## src/rtl/sclk_pkg.sv

```systemverilog
// Shared constants for the serial clock generator: configuration word layout.
package sclk_pkg;
    localparam int CFG_W   = 32;  // configuration word width
    localparam int FLD_W   = 6;   // width of the period and high-phase fields
    localparam int HI_LSB  = 6;   // high-phase field position
    localparam int DIV_LSB = 12;  // period field position
    localparam int SRC_BIT = 31;  // source-select flag position

    // Decoded and adjusted settings that the generator runs from.
    typedef struct packed {
        logic             src;
        logic [FLD_W-1:0] div;
        logic [FLD_W-1:0] hi;
    } sclk_cfg_t;
endpackage

```

## src/rtl/sclk_cfg_latch.sv

```systemverilog
// Configuration capture.
// Decodes the configuration word and adjusts its fields: a period of 0 becomes 1,
// and the high phase is limited to period-1. It captures the result every cycle
// while idle and holds it while running.
// Assumes `running` is the registered run state of the top module.
module sclk_cfg_latch
    import sclk_pkg::*;
(
    input  logic             clk,
    input  logic             rst_n,
    input  logic             running,
    input  logic [CFG_W-1:0] cfg_word,
    output sclk_cfg_t        cfg_q
);
    localparam int GAP_LSB = DIV_LSB + FLD_W;

    logic [FLD_W-1:0] raw_div;
    logic [FLD_W-1:0] raw_hi;
    sclk_cfg_t        cfg_d;
    logic             cfg_unused;

    assign raw_div    = cfg_word[DIV_LSB +: FLD_W];
    assign raw_hi     = cfg_word[HI_LSB +: FLD_W];
    assign cfg_unused = ^{cfg_word[SRC_BIT-1:GAP_LSB], cfg_word[HI_LSB-1:0]};

    // Adjust the raw fields into legal running values.
    always_comb begin
        cfg_d.src = cfg_word[SRC_BIT];
        cfg_d.div = (raw_div == '0) ? FLD_W'(1) : raw_div;
        cfg_d.hi  = (raw_hi >= cfg_d.div) ? cfg_d.div - FLD_W'(1) : raw_hi;
    end

    // Capture while idle, hold while running.
    always_ff @(posedge clk) begin
        if (!rst_n)        cfg_q <= '{src: 1'b0, div: FLD_W'(1), hi: '0};
        else if (!running) cfg_q <= cfg_d;
    end

    p_cfg_hold_r7: assert property (@(posedge clk) disable iff (!rst_n)
        (running && $past(running)) |-> $stable(cfg_q));
    p_hi_below_div_r3: assert property (@(posedge clk) disable iff (!rst_n)
        cfg_q.hi < cfg_q.div);
endmodule

```

## src/rtl/sclk_phase_cnt.sv

```systemverilog
// Phase counter.
// Counts 0..div and wraps; the clock is high while the count is at or below hi.
// Assumes hi < div and div >= 1, both held stable while running.
module sclk_phase_cnt #(
    parameter int W = 6
) (
    input  logic         clk,
    input  logic         rst_n,
    input  logic         running,
    input  logic [W-1:0] div,
    input  logic [W-1:0] hi,
    output logic         sck
);
    logic [W-1:0] cnt;

    // Advance the count through one period; clear it when stopped.
    always_ff @(posedge clk) begin
        if (!rst_n || !running) cnt <= '0;
        else if (cnt == div)    cnt <= '0;
        else                    cnt <= cnt + W'(1);
    end

    assign sck = running && (cnt <= hi);

    p_cnt_bound_r2: assert property (@(posedge clk) disable iff (!rst_n)
        running |-> (cnt <= div));
    p_cnt_cleared_r5: assert property (@(posedge clk) disable iff (!rst_n)
        !running |=> (cnt == '0));
endmodule

```

## src/rtl/sclk_edge_strobe.sv

```systemverilog
// Edge strobes.
// Compares the clock with its value one cycle earlier and pulses on rising
// (sample) and falling (shift) edges. No strobe fires when the clock stops.
module sclk_edge_strobe (
    input  logic clk,
    input  logic rst_n,
    input  logic running,
    input  logic sck,
    output logic rise_stb,
    output logic fall_stb
);
    logic sck_prev;

    // Remember the previous clock level; forced low while stopped.
    always_ff @(posedge clk) begin
        if (!rst_n || !running) sck_prev <= 1'b0;
        else                    sck_prev <= sck;
    end

    assign rise_stb = running &&  sck && !sck_prev;
    assign fall_stb = running && !sck &&  sck_prev;

    p_strobe_excl_r6: assert property (@(posedge clk) disable iff (!rst_n)
        !(rise_stb && fall_stb));
    p_rise_follows_low_r6: assert property (@(posedge clk) disable iff (!rst_n)
        rise_stb |=> !rise_stb);
endmodule

```

## src/rtl/sclk_phase_gen.sv

```systemverilog
// Serial clock generator, mode 0.
// Registers the run request, captures the configuration while idle, and
// produces the serial clock, the sample and shift strobes, and the idle flag.
// Assumes run_en is synchronous to clk.
module sclk_phase_gen
    import sclk_pkg::*;
(
    input  logic             clk,
    input  logic             rst_n,
    input  logic             run_en,
    input  logic [CFG_W-1:0] clk_cfg,
    output logic             sck,
    output logic             sample_stb,
    output logic             shift_stb,
    output logic             idle,
    output logic             src_sel
);
    logic      running;
    sclk_cfg_t cfg_q;

    // Register the run request.
    always_ff @(posedge clk) begin
        if (!rst_n) running <= 1'b0;
        else        running <= run_en;
    end

    sclk_cfg_latch u_cfg (
        .clk      (clk),
        .rst_n    (rst_n),
        .running  (running),
        .cfg_word (clk_cfg),
        .cfg_q    (cfg_q)
    );

    sclk_phase_cnt #(.W(FLD_W)) u_cnt (
        .clk     (clk),
        .rst_n   (rst_n),
        .running (running),
        .div     (cfg_q.div),
        .hi      (cfg_q.hi),
        .sck     (sck)
    );

    sclk_edge_strobe u_stb (
        .clk      (clk),
        .rst_n    (rst_n),
        .running  (running),
        .sck      (sck),
        .rise_stb (sample_stb),
        .fall_stb (shift_stb)
    );

    assign idle    = !running;
    assign src_sel = cfg_q.src;

    p_idle_low_r5: assert property (@(posedge clk) disable iff (!rst_n)
        idle |-> (!sck && !sample_stb && !shift_stb));
    p_first_rise_r4: assert property (@(posedge clk) disable iff (!rst_n)
        $rose(running) |-> (sck && sample_stb));
    p_src_hold_r8: assert property (@(posedge clk) disable iff (!rst_n)
        (running && $past(running)) |-> $stable(src_sel));
endmodule

```

## config.mk

```make
export PLATFORM = sky130hd
export DESIGN_NAME = sclk_phase_gen
export DESIGN_NICKNAME = d
export VERILOG_FILES = /design/src/rtl/sclk_pkg.sv /design/src/rtl/sclk_cfg_latch.sv /design/src/rtl/sclk_phase_cnt.sv /design/src/rtl/sclk_edge_strobe.sv /design/src/rtl/sclk_phase_gen.sv
export SDC_FILE = /design/constraint.sdc
export NUM_CORES = 1
export LEC_CHECK = 0
export BUFFER_PORTS_ARGS = -buffer_cell sky130_fd_sc_hd__buf_2
export CAP_MARGIN = 40
export CORE_MARGIN = 5
export CORE_UTILIZATION = 40
export DETAILED_ROUTE_END_ITERATION = 6
export PLACE_DENSITY_LB_ADDON = 0.2
export REMOVE_ABC_BUFFERS = 1
export SYNTH_ARGS = -nofsm -noshare
export SYNTH_HDL_FRONTEND = slang
export SYNTH_SLANG_ARGS = --single-unit
```

## constraint.sdc

```tcl
create_clock -name clk -period 3.2 [get_ports clk]
set_input_delay 0.48 -clock clk [delete_from_list [all_inputs] [get_ports clk]]
set_output_delay 0.48 -clock clk [all_outputs]
set_load 0.1 [all_outputs]
```

* Word-level counts from Yosys, hierarchy flattened *
Cells that the tools add are included.

cells by class
  add/subtract/negate cells = 2
  multiply operators = 0
  divide/modulo/power cells = 0
  magnitude comparators = 2
  eq/ne operators = 1
  shifts and indexed selects = 0
  mux-type cells = 2
  bitwise logic cells = 0
  reductions and logical operators = 12

operators by type and width
  operator               count
  $mux W6                2
  $add A6 B1 Y6 const B  1
  $eq A6 B6 Y1           1
  $ge A6 B6 Y1           1
  $le A6 B6 Y1           1
  $logic_not A6 Y1       1
  $sub A6 B1 Y6 const B  1
  $logic_and A1 B1 Y1    5
  $logic_not A1 Y1       4
  $reduce_or A2 Y1       1
  $logic_or A1 B1 Y1     1

storage, ports and cells
  register bits after elaboration = 21
  bits in latches = 0
  RAM bits = 0
  memory bits (read-only) = 0
  bits of input ports = 35
  output and inout port bits = 5
  word-level logic and storage cells = 25
  memories kept = 0

* Longest topological paths before layout *
  word-level depth = 5
  mapped depth = 11
  gate-level depth less buffers = 10

* Cells and area by module *
Synthesis repeated with hierarchy kept, for this count alone.

unflattened totals
  cell total of the unflattened synthesis = 150
  area total of the unflattened synthesis = 1341.3 um2

modules (own cells, without submodules)
  module            instances  cells an instance  area an instance (um2)
  sclk_cfg_latch    1          92                 819.5
  sclk_phase_cnt    1          51                 446.7
  sclk_edge_strobe  1          4                  45.0
  sclk_phase_gen    1          3                  30.0

* Worst setup path before layout *
Ideal clock, no wire load.

  path type = register to output
  from = register running
  to = output sample_stb
  data arrival time = 3.380 ns
  setup slack = -0.660 ns
  stages on the path, launching flop included = 5
  buffers on the path = 2
  path through = dfxtp_1 buf_4 inv_1 buf_1 nor3_1

between the ends
  word-level cells in the longest chain between the ends = 3

RTL lines
  element                               RTL line                text
  from (decl)                           sclk_phase_gen.sv:18    logic running;
  from (signal assigned)                sclk_phase_gen.sv:24    else running <= run_en;
  $logic_and A1 B1 Y1                   sclk_phase_cnt.sv:23    assign sck = running && (cnt <= hi);
  $logic_and A1 B1 Y1 (*) (2 in a row)  sclk_edge_strobe.sv:20  assign rise_stb = running && sck && !sck_prev;
  to (decl)                             sclk_phase_gen.sv:13    output logic sample_stb,

Mark *: on every way between the ends. The rest lies on a longest branch, timed or not.

* Worst setup path after layout *
  from = register u_cnt.cnt[3]
  to = output shift_stb

between the ends
  word-level cells in the longest chain between the ends = 5

RTL lines
  element                           RTL line                text
  from (decl)                       sclk_phase_cnt.sv:14    logic [W-1:0] cnt;
  from (signal assigned)            sclk_phase_cnt.sv:20    else cnt <= cnt + W'(1);
  $le A6 B6 Y1                      sclk_phase_cnt.sv:23
  $logic_and A1 B1 Y1               sclk_phase_cnt.sv:23
  $logic_not A1 Y1                  sclk_edge_strobe.sv:21  assign fall_stb = running && !sck && sck_prev;
  $logic_and A1 B1 Y1 (2 in a row)  sclk_edge_strobe.sv:21
  to (decl)                         sclk_phase_gen.sv:14    output logic shift_stb,

No other way between the ends.

==> flow_summary.yaml <==
run_status:
  status: "finished clean"
logic_synthesis:
  ys_seq_elements: 21
  synth_area_leaders: "dfxtp_1 (33%), ha_1 (14%), mux2i_1 (7.1%), inv_1 (4.7%), xnor2_1 (4.1%)"
  synth_top_area_frac: 0.330
  seq_area_frac_synth: 0.330
  synth_area_leader_cell: "dfxtp_1"
  yosys.cell_types.count: 35
  synth_area_um2: 1270
  ys.warnings.count: 0
  syn-instance-count: 142
  avgSynthCellArea_um2: 8.98
power_and_ir_drop:
  worst_ir_drop_vdd_v: 0.000139
  p_comb_frac: 0.258
  total_power_uw: 560
  pwr-share-seq: 0.514
  p_clk_frac: 0.228
  p_sw_uw: 182
  p_sw_frac: 0.325
  leakage_nw: 0.666
  power_density_nw_per_um2: 390
  power.internal_uw: 378
critical_path:
  end_kind: "primary output"
  cp_data_required_time_ns: 2.72
  crit_start: "u_cnt.cnt[3]"
  worstPathArrival_ns: 2.18
  crit_type: "register to primary output"
  crit_path_start_kind: "register"
  r2r_start: "u_cnt.cnt[3]"
  cp_max_fo: 5
detailed_routing:
  routed_wl_mm: 2.66
  wl_per_cell_um: 12.9
  drc: 0
  drt_first_iter_violations: 49
  via_per_inst: 5.10
  dr.pass1.iters: 4
  detail-route-antenna-nets: 0
  vias: 1050
grt:
  global_route.usage.met2: 0.209
  grt_pass1_wl_mm: 4.52
  antenna_found_initial: 0
  gr-max-usage-layer: "met2"
  use_met1: 0.178
  grt_pass1_vias: 1044
  gr-total-overflow: 0
  grt_max_degree: 22
  gr-usage-all-layers: 0.132
  met3_usage: 0.0219
worst_hold_path:
  hp-start: "run_en"
  hp-class: "input pin to register"
cts:
  cts_tree: "yes"
  postCtsHoldBufs: 0
  cts-buffers-inserted: 3
  cts_resized: 0
  path_clk_slew_ns: 0.12
  cts_max_path_buffers: 2
  htreeDepth: 1
  post_cts_buffers: 0
  clk_latency_ns: 0.30
  cts.sinks: 21
  clock-root-buffer: "clkbuf_4"
timing:
  setup_viol: 0
  slew_violations: 0
  fmax_mhz: 376
  relSlewSlack: 0.678
  final_hold_viol_count: 0
  rsz0062_at_grt: "false"
  fin_worst_skew_ns: 0.00396
  period_share: 0.832
  fin_crit_ns: 2.66
  tightest_slew_ns: 0.486
finish:
  fin_util: 0.470
  seq_area_um2: 420
  diodes: 0
  fillers: 326
  drive_gt1_frac: 0.191
  area_growth_pct: 12.5
  multi_input_area_um2: 756
  nets: 212
job:
  drv_cap: 0
floorplan:
  initial_core_util: 0.418
  die_w_um: 66.5
  die_area_um2: 4420
  die_h_um: 66.5
  placementRows: 20
  core_um2: 3050
  io_pins: 40
place:
  gp_congestion: 0.775
  io_buffers: 20
  place_hpwl_mm: 2.06
## worst max-delay path, cell delays in order (launching register included)
cell	delay, ns
dfxtp_1	0.39
ha_1	0.32
and4_1	0.21
a21oi_1	0.07
a32oi_1	0.29
and3_1	0.19
buf_2	0.42
## Yosys cell counts
cell type and count:
a311oi_1 1, or2_2 1, nand4_1 3, and3_1 3
ha_1 14, and2_1 1, clkbuf_1 1, and4_1 1
o21ai_1 1, buf_4 2, xor2_1 6, a31o_2 1
buf_1 1, nor2b_1 8, dfxtp_1 21, a21o_1 2
buf_2 1, o311ai_1 3, mux2i_1 9, xnor2_1 6
a32oi_1 1, nor3_1 3, nand2_1 5, a221oi_2 1
nor4_1 1, a31oi_1 1, nor2_1 10, a31o_1 1
a21oi_1 4, o2111ai_2 1, o21ai_0 3, buf_6 1
inv_1 16, or4_4 1, nand3_1 7
## sequential cells by signal, indices dropped and copies added, names as in the netlist
signal / cells
running: 1
u_cfg.cfg_q: 13
u_cnt.cnt: 6
u_stb.sck_prev: 1
## cells by family (layout without fill, tap and decap cells)
family | count (synthesis) | count (layout) | share of synthesized area
and+or+nand+nor | 44 | 44 | 0.183
buffers and inverters | 22 | 42 | 0.0775
DFF | 21 | 21 | 0.330
AOI/OAI and AO/OA | 20 | 20 | 0.120
adders and majority gates | 14 | 14 | 0.137
xor gates and xnor gates | 12 | 12 | 0.0824
muxes | 9 | 9 | 0.0707
## through the flow
stage	hold WS (ns)	TNS [ns]	cells	worst slack [ns]	instance area [µm²]
floorplan	0.448	-0.750	136	-0.750	1240
global placement	0.472	0	202	0.515	1410
global route	0.384	0	206	0.378	1430
detailed placement	0.480	0	202	0.496	1410
CTS	0.367	0	206	0.504	1430
finish	0.376	0	206	0.539	1430
## placed cells by master (no fill, tap or decap), types with 4 or more instances in the layout
cell | Yosys | routed
nor2_1 | 10 | 10
nor2b_1 | 8 | 8
mux2i_1 | 9 | 9
buf_2 | 1 | 20
ha_1 | 14 | 14
inv_1 | 16 | 16
nand2_1 | 5 | 5
xnor2_1 | 6 | 6
xor2_1 | 6 | 6
nand3_1 | 7 | 7
a21oi_1 | 4 | 4
dfxtp_1 | 21 | 21
## final timing paths
kind | to | depth (start not counted) | slack [ns]
min | running | 2 | 0.38
max reg2reg | u_stb.sck_prev | 5 | 1.74
min reg2reg | u_cfg.cfg_q[5] | 1 | 0.50
max | shift_stb | 6 | 0.54
## routing by layer
layer	up-vias	share of wire
met2	21	0.45
met4	0	0.0090
met5	-	0
li1	536	-
met1	491	0.51
met3	2	0.034
## layout make-up
cell class,instances,area share
Sequential cell,21,0.293
Inverter,16,0.0419
Clock buffer,3,0.0157
Timing Repair Buffer,22,0.0803
Clock inverter,1,0.00349
Tap cell,44,0.0384
Multi-Input combinational cell,99,0.527
## power by group through the flow
stage / Combinational, mW / Clock (mW) / Sequential (mW)
finish: 0.144 / 0.128 / 0.288
global route: 0.159 / 0.146 / 0.290
CTS: 0.145 / 0.135 / 0.288
detailed placement: 0.145 / 0 / 0.294
global placement: 0.140 / 0 / 0.293
floorplan: 0.0964 / 0 / 0.299
Note: power is estimated with default switching activity, not from simulation.
